### config.mk
export PLATFORM = sky130hd
export DESIGN_NAME = vpc_ctrl
export DESIGN_NICKNAME = d
export VERILOG_FILES = /design/src/rtl/vpc_pkg.sv /design/src/rtl/vpc_decode.sv /design/src/rtl/vpc_run_mask.sv /design/src/rtl/vpc_rdmux.sv /design/src/rtl/vpc_ctrl.sv
export SDC_FILE = /design/constraint.sdc
export NUM_CORES = 1
export LEC_CHECK = 0
export BUFFER_PORTS_ARGS = -buffer_cell sky130_fd_sc_hd__buf_2
export CAP_MARGIN = 5
export CORE_UTILIZATION = 27
export CTS_CLUSTER_DIAMETER = 120
export DETAILED_ROUTE_END_ITERATION = 8
export PLACE_DENSITY = 0.87
export SETUP_SLACK_MARGIN = 0.5
export SYNTH_ARGS = -nofsm -noshare
export SYNTH_HDL_FRONTEND = slang
export SYNTH_SLANG_ARGS = --single-unit
export TNS_END_PERCENT = 30
### constraint.sdc
create_clock -name clk -period 1.6 [get_ports clk]
set_input_delay 0 -clock clk [delete_from_list [all_inputs] [get_ports clk]]
set_output_delay 0 -clock clk [all_outputs]
set_load 0.1 [all_outputs]
### src/rtl/vpc_pkg.sv
package vpc_pkg;
    // Word offsets of the register slots
    localparam int unsigned VPC_OFS_START = 0;
    localparam int unsigned VPC_OFS_HALT  = 1;
    localparam int unsigned VPC_OFS_STAT  = 2;

    typedef enum logic [1:0] {
        SLOT_START = 2'd0,
        SLOT_HALT  = 2'd1,
        SLOT_STAT  = 2'd2,
        SLOT_NONE  = 2'd3
    } vpc_slot_e;

    typedef struct packed {
        logic set_en;
        logic clr_en;
        logic stat_sel;
    } vpc_ctl_t;
endpackage

### src/rtl/vpc_decode.sv
module vpc_decode
    import vpc_pkg::*;
#(
    parameter int unsigned ADDR_W = 4
) (
    input  logic [ADDR_W-1:0] addr,
    input  logic              we,
    output vpc_ctl_t          ctl
);
    vpc_slot_e slot;

    always_comb begin
        if (addr == ADDR_W'(VPC_OFS_START))      slot = SLOT_START;
        else if (addr == ADDR_W'(VPC_OFS_HALT))  slot = SLOT_HALT;
        else if (addr == ADDR_W'(VPC_OFS_STAT))  slot = SLOT_STAT;
        else                                     slot = SLOT_NONE;
    end

    always_comb begin
        ctl          = '0;
        ctl.set_en   = we && (slot == SLOT_START);
        ctl.clr_en   = we && (slot == SLOT_HALT);
        ctl.stat_sel = (slot == SLOT_STAT);
    end

    always_comb begin
        AST_ONE_STROBE: assert ($onehot0({ctl.set_en, ctl.clr_en, ctl.stat_sel}));
    end
endmodule

### src/rtl/vpc_run_mask.sv
module vpc_run_mask #(
    parameter int unsigned NUM_VP          = 4,
    parameter bit          BOOT_ONLY_FIRST = 1'b1
) (
    input  logic              clk,
    input  logic              rst_n,
    input  logic              set_en,
    input  logic              clr_en,
    input  logic [NUM_VP-1:0] mask,
    output logic [NUM_VP-1:0] run_q_o
);
    localparam logic [NUM_VP-1:0] ALL_ON   = {NUM_VP{1'b1}};
    localparam logic [NUM_VP-1:0] FIRST_ON = NUM_VP'(1);
    localparam logic [NUM_VP-1:0] RST_MASK = BOOT_ONLY_FIRST ? FIRST_ON : ALL_ON;

    typedef struct packed {
        logic [NUM_VP-1:0] run;
    } state_t;

    state_t s_d, s_q;
    logic [NUM_VP-1:0] bit_next;

    // per-VP next-state cell
    for (genvar g = 0; g < NUM_VP; g++) begin : g_vp
        always_comb begin
            bit_next[g] = s_q.run[g];
            if (mask[g]) begin
                if (set_en)      bit_next[g] = 1'b1;
                else if (clr_en) bit_next[g] = 1'b0;
            end
        end
    end

    always_comb begin
        s_d     = s_q;
        s_d.run = bit_next;
    end

    always_ff @(posedge clk or negedge rst_n) begin
        if (!rst_n) s_q <= '{run: RST_MASK};
        else        s_q <= s_d;
    end

    assign run_q_o = s_q.run;

    AST_SET_ONES: assert property (@(posedge clk) disable iff (!rst_n)
        set_en |=> ((s_q.run & $past(mask)) == $past(mask)));
    AST_CLR_ONES: assert property (@(posedge clk) disable iff (!rst_n)
        clr_en |=> ((s_q.run & $past(mask)) == '0));
    AST_ZERO_KEEP: assert property (@(posedge clk) disable iff (!rst_n)
        (set_en || clr_en) |=> ((s_q.run & ~$past(mask)) == ($past(s_q.run) & ~$past(mask))));
    AST_IDLE_HOLD: assert property (@(posedge clk) disable iff (!rst_n)
        (!set_en && !clr_en) |=> $stable(s_q.run));
endmodule

### src/rtl/vpc_rdmux.sv
module vpc_rdmux #(
    parameter int unsigned NUM_VP = 4,
    parameter int unsigned DATA_W = 32
) (
    input  logic              stat_sel,
    input  logic [NUM_VP-1:0] run_q,
    output logic [DATA_W-1:0] rdata
);
    always_comb begin
        rdata = '0;
        if (stat_sel) rdata = DATA_W'(run_q);
    end

    always_comb begin
        AST_UPPER_ZERO: assert ((rdata >> NUM_VP) == '0);
        if (!stat_sel) AST_NONSTAT_ZERO: assert (rdata == '0);
    end
endmodule

### src/rtl/vpc_ctrl.sv
module vpc_ctrl
    import vpc_pkg::*;
#(
    parameter int unsigned NUM_VP          = 4,
    parameter int unsigned ADDR_W          = 4,
    parameter int unsigned DATA_W          = 32,
    parameter bit          BOOT_ONLY_FIRST = 1'b1
) (
    input  logic              clk,
    input  logic              rst_n,
    input  logic [ADDR_W-1:0] bus_addr,
    input  logic              bus_we,
    input  logic [DATA_W-1:0] bus_wdata,
    output logic [DATA_W-1:0] bus_rdata,
    output logic [NUM_VP-1:0] run_en
);
    localparam int unsigned HI_BITS = DATA_W - NUM_VP;

    vpc_ctl_t          ctl;
    logic [NUM_VP-1:0] run_q;

    if (HI_BITS > 0) begin : g_hi
        logic unused_hi;
        assign unused_hi = ^bus_wdata[DATA_W-1:NUM_VP];
    end

    vpc_decode #(.ADDR_W(ADDR_W)) i_dec (
        .addr (bus_addr),
        .we   (bus_we),
        .ctl  (ctl)
    );

    vpc_run_mask #(.NUM_VP(NUM_VP), .BOOT_ONLY_FIRST(BOOT_ONLY_FIRST)) i_mask (
        .clk     (clk),
        .rst_n   (rst_n),
        .set_en  (ctl.set_en),
        .clr_en  (ctl.clr_en),
        .mask    (bus_wdata[NUM_VP-1:0]),
        .run_q_o (run_q)
    );

    vpc_rdmux #(.NUM_VP(NUM_VP), .DATA_W(DATA_W)) i_rd (
        .stat_sel (ctl.stat_sel),
        .run_q    (run_q),
        .rdata    (bus_rdata)
    );

    assign run_en = run_q;

    AST_WR_OTHER_HOLD: assert property (@(posedge clk) disable iff (!rst_n)
        (bus_we && bus_addr != ADDR_W'(VPC_OFS_START) && bus_addr != ADDR_W'(VPC_OFS_HALT))
        |=> $stable(run_en));
    AST_STAT_MATCH: assert property (@(posedge clk) disable iff (!rst_n)
        (bus_addr == ADDR_W'(VPC_OFS_STAT)) |-> (bus_rdata == DATA_W'(run_en)));
endmodule

==> metrics.cfg <==
[clock_network]
cts_sinks=4
cts_buffers=3
htreeDepth=1
tritoncts=yes
cts_setup_buffers=0
clockBufferDepth=2
clk_latency_ns=0.24
path_clk_slew_ns=0.04
cts_root_buf=clkbuf_4

[detailed_routing]
drtIter0Drc=1
dr_wl_met2_um=333
dr_total_vias=303
drc=0
highest_layer=met4
first_pass_iters=2
routed_wl_um=669
wire_per_inst_um=7.35
via_per_inst=3.33
wirelength_met1_um=219
drtAntennaViolNets=0
met3WireLength_um=97

[setup_path]
arrival_ns=1.16
critPathLaunchType=flip-flop
endpoint=bus_rdata[0]
reg2reg_from=i_mask.run_q_o[0]
worstReg2RegEnd=i_mask.run_q_o[0]
required_ns=1.60
rrSetupSlack_ns=0.74
cp_max_fo=3
startpoint=i_mask.run_q_o[0]
worstSetupPathType=reg2out
worstRegToRegCells=2
worst_setup_path_end_kind=output port

[placed_design]
gp_congestion=0.661
dpl.hpwl_um=556
post-place-ws_ns=0.385
io_buffers=18

[finish]
fin_nets=115
diodes=0
largest_reg_flops=4
drive_gt1_frac=0.413
fillers=167
area_delta_synth_final_pct=22.0

[yosys]
synth_seq_cells=4
synth_edf_count=0
syn_inst=51
yosys.area.top_type=buf_4
synth_common_cells=buf_4 (28), and2_1 (4), inv_1 (4), mux2i_1 (4), nand2_1 (4)
ys_async_sr_fraction=1.00
synth_ff_type=dfrtp_1
synth_area_um2=449
synthTopCellsByArea=buf_4 (47%), dfrtp_1 (17%), mux2i_1 (8.9%)
synthDistinctLibCells=10
synth_top_cell_area_share=0.468
seq_area_frac_synth=0.226
syn_avg_cell_area_um2=8.81
synthMostInstantiatedCell=buf_4
yosys_warnings=0

[global_routing]
grt_pass1_wl_mm=1.01
grt_max_degree=6
grtUsageTotal=0.0808
antenna_found_initial=0
grt_pass1_vias=237
overflow=0

[pwr]
p_leak_nw=0.331
seqPwrFrac=0.178
ir_drop_mv=0.431
intPower_w=0.000288
combPwrFrac=0.665
p_sw_w=0.000581
switching_share=0.668
powerDensity_mw_per_mm2=1590
clockPowerShare=0.157

[timing]
drv_slew=0
finClkSkew_ns=0
finalCritPeriodShare=0.723
max_freq_ghz=0.864
finalSetupViolations=0
period_minus_slack_ns=1.16
layout_setup_ws_ns=0.442
rsz0062_at_grt=yes
timing.hold.ws_ns=0.00746
finalSetupTns_ns=0
finalHoldViolations=0

[worst_hold_path]
hold_class=in2reg

[die]
initial_utilization=0.295
rows=14
io_pins=75
die_h_um=42.8
dieArea_mm2=0.00183
die_w_um=42.8
coreArea_mm2=0.00152

[run_status]
status=complete, no violations

[run]
drv_cap=0

area by class of cell:
type | count | area [um2] | share of cell area
clock buffers | 4 | 26.3 | 0.0479
inverters | 4 | 15.0 | 0.0274
multi-input cells | 42 | 233 | 0.425
flip-flops and latches | 4 | 109 | 0.199
well taps | 16 | 20.0 | 0.0365
repair buffers | 21 | 145 | 0.265
worst min-delay path by stage:
stage,startpoint,end,slack [ns],depth (start not counted)
3_3_place_gp,rst_n,i_mask.run_q_o[3],-0.20,1
4_1_cts,bus_addr[0],i_mask.run_q_o[1],0.005,2
2_1_floorplan,rst_n,i_mask.run_q_o[1],-0.30,0
6_report,bus_addr[0],i_mask.run_q_o[1],0.007,2
3_5_place_dp,rst_n,i_mask.run_q_o[2],-0.19,1
5_1_grt,bus_addr[0],i_mask.run_q_o[1],0.02,2
power by group through the flow:
stage | clock network [W] | logic, W | registers, W
final | 0.000137 | 0.000577 | 0.000155
after global routing | 0.000149 | 0.000593 | 0.000160
after CTS | 0.000144 | 0.000577 | 0.000155
after detailed placement | 0 | 0.000566 | 0.000156
after global placement | 0 | 0.000564 | 0.000155
after floorplan | 0 | 0.000391 | 0.000331
repair_timing:
| item | CTS | global route |
|---|---|---|
| resized for setup | 4 | 4 |
| endpoints found under the hold margin | 5 | 0 |
| gates cloned | 0 | 0 |
| hold buffers | 3 | 0 |
| setup endpoints to repair | 5 | 5 |
per-stage QoR:
| step | cell area, um2 | total power (W) | cells | utilization |
|---|---|---|---|---|
| finish | 548 | 0.000869 | 91 | 0.360 |
| global route | 548 | 0.000903 | 91 | 0.360 |
| CTS | 534 | 0.000877 | 91 | 0.351 |
| detailed placement | 467 | 0.000722 | 84 | 0.306 |
| global placement | 467 | 0.000719 | 84 | 0.306 |
| floorplan | 567 | 0.000722 | 78 | - |
layer usage:
metal | up-vias | global-route usage
met3 | 2 | 0.0255
met5 | - | 0
met1 | 122 | 0.0781
met4 | 0 | 0.0938
li1 | 148 | -
met2 | 31 | 0.124
critical path, cell delays in order (launching register included):
cell and delay [ns]:
dfstp_4 0.61, and2_4 0.14, buf_12 0.16
cells by family after synthesis:
group | synth area share
buf+inv | 0.501
other cells | 0.00835
mux | 0.0891
simple gates | 0.175
flops | 0.226
layout by cell type (no fill, tap or decap), drive strengths merged:
cell	n
conb	28
and2	4
clkbuf	6
mux2i	4
nor4b	2
dfrtp	3
inv	4
dlygate4sd3	3
dfstp	1
buf	16
nand2	4
Power figures use the tool's default switching activity.
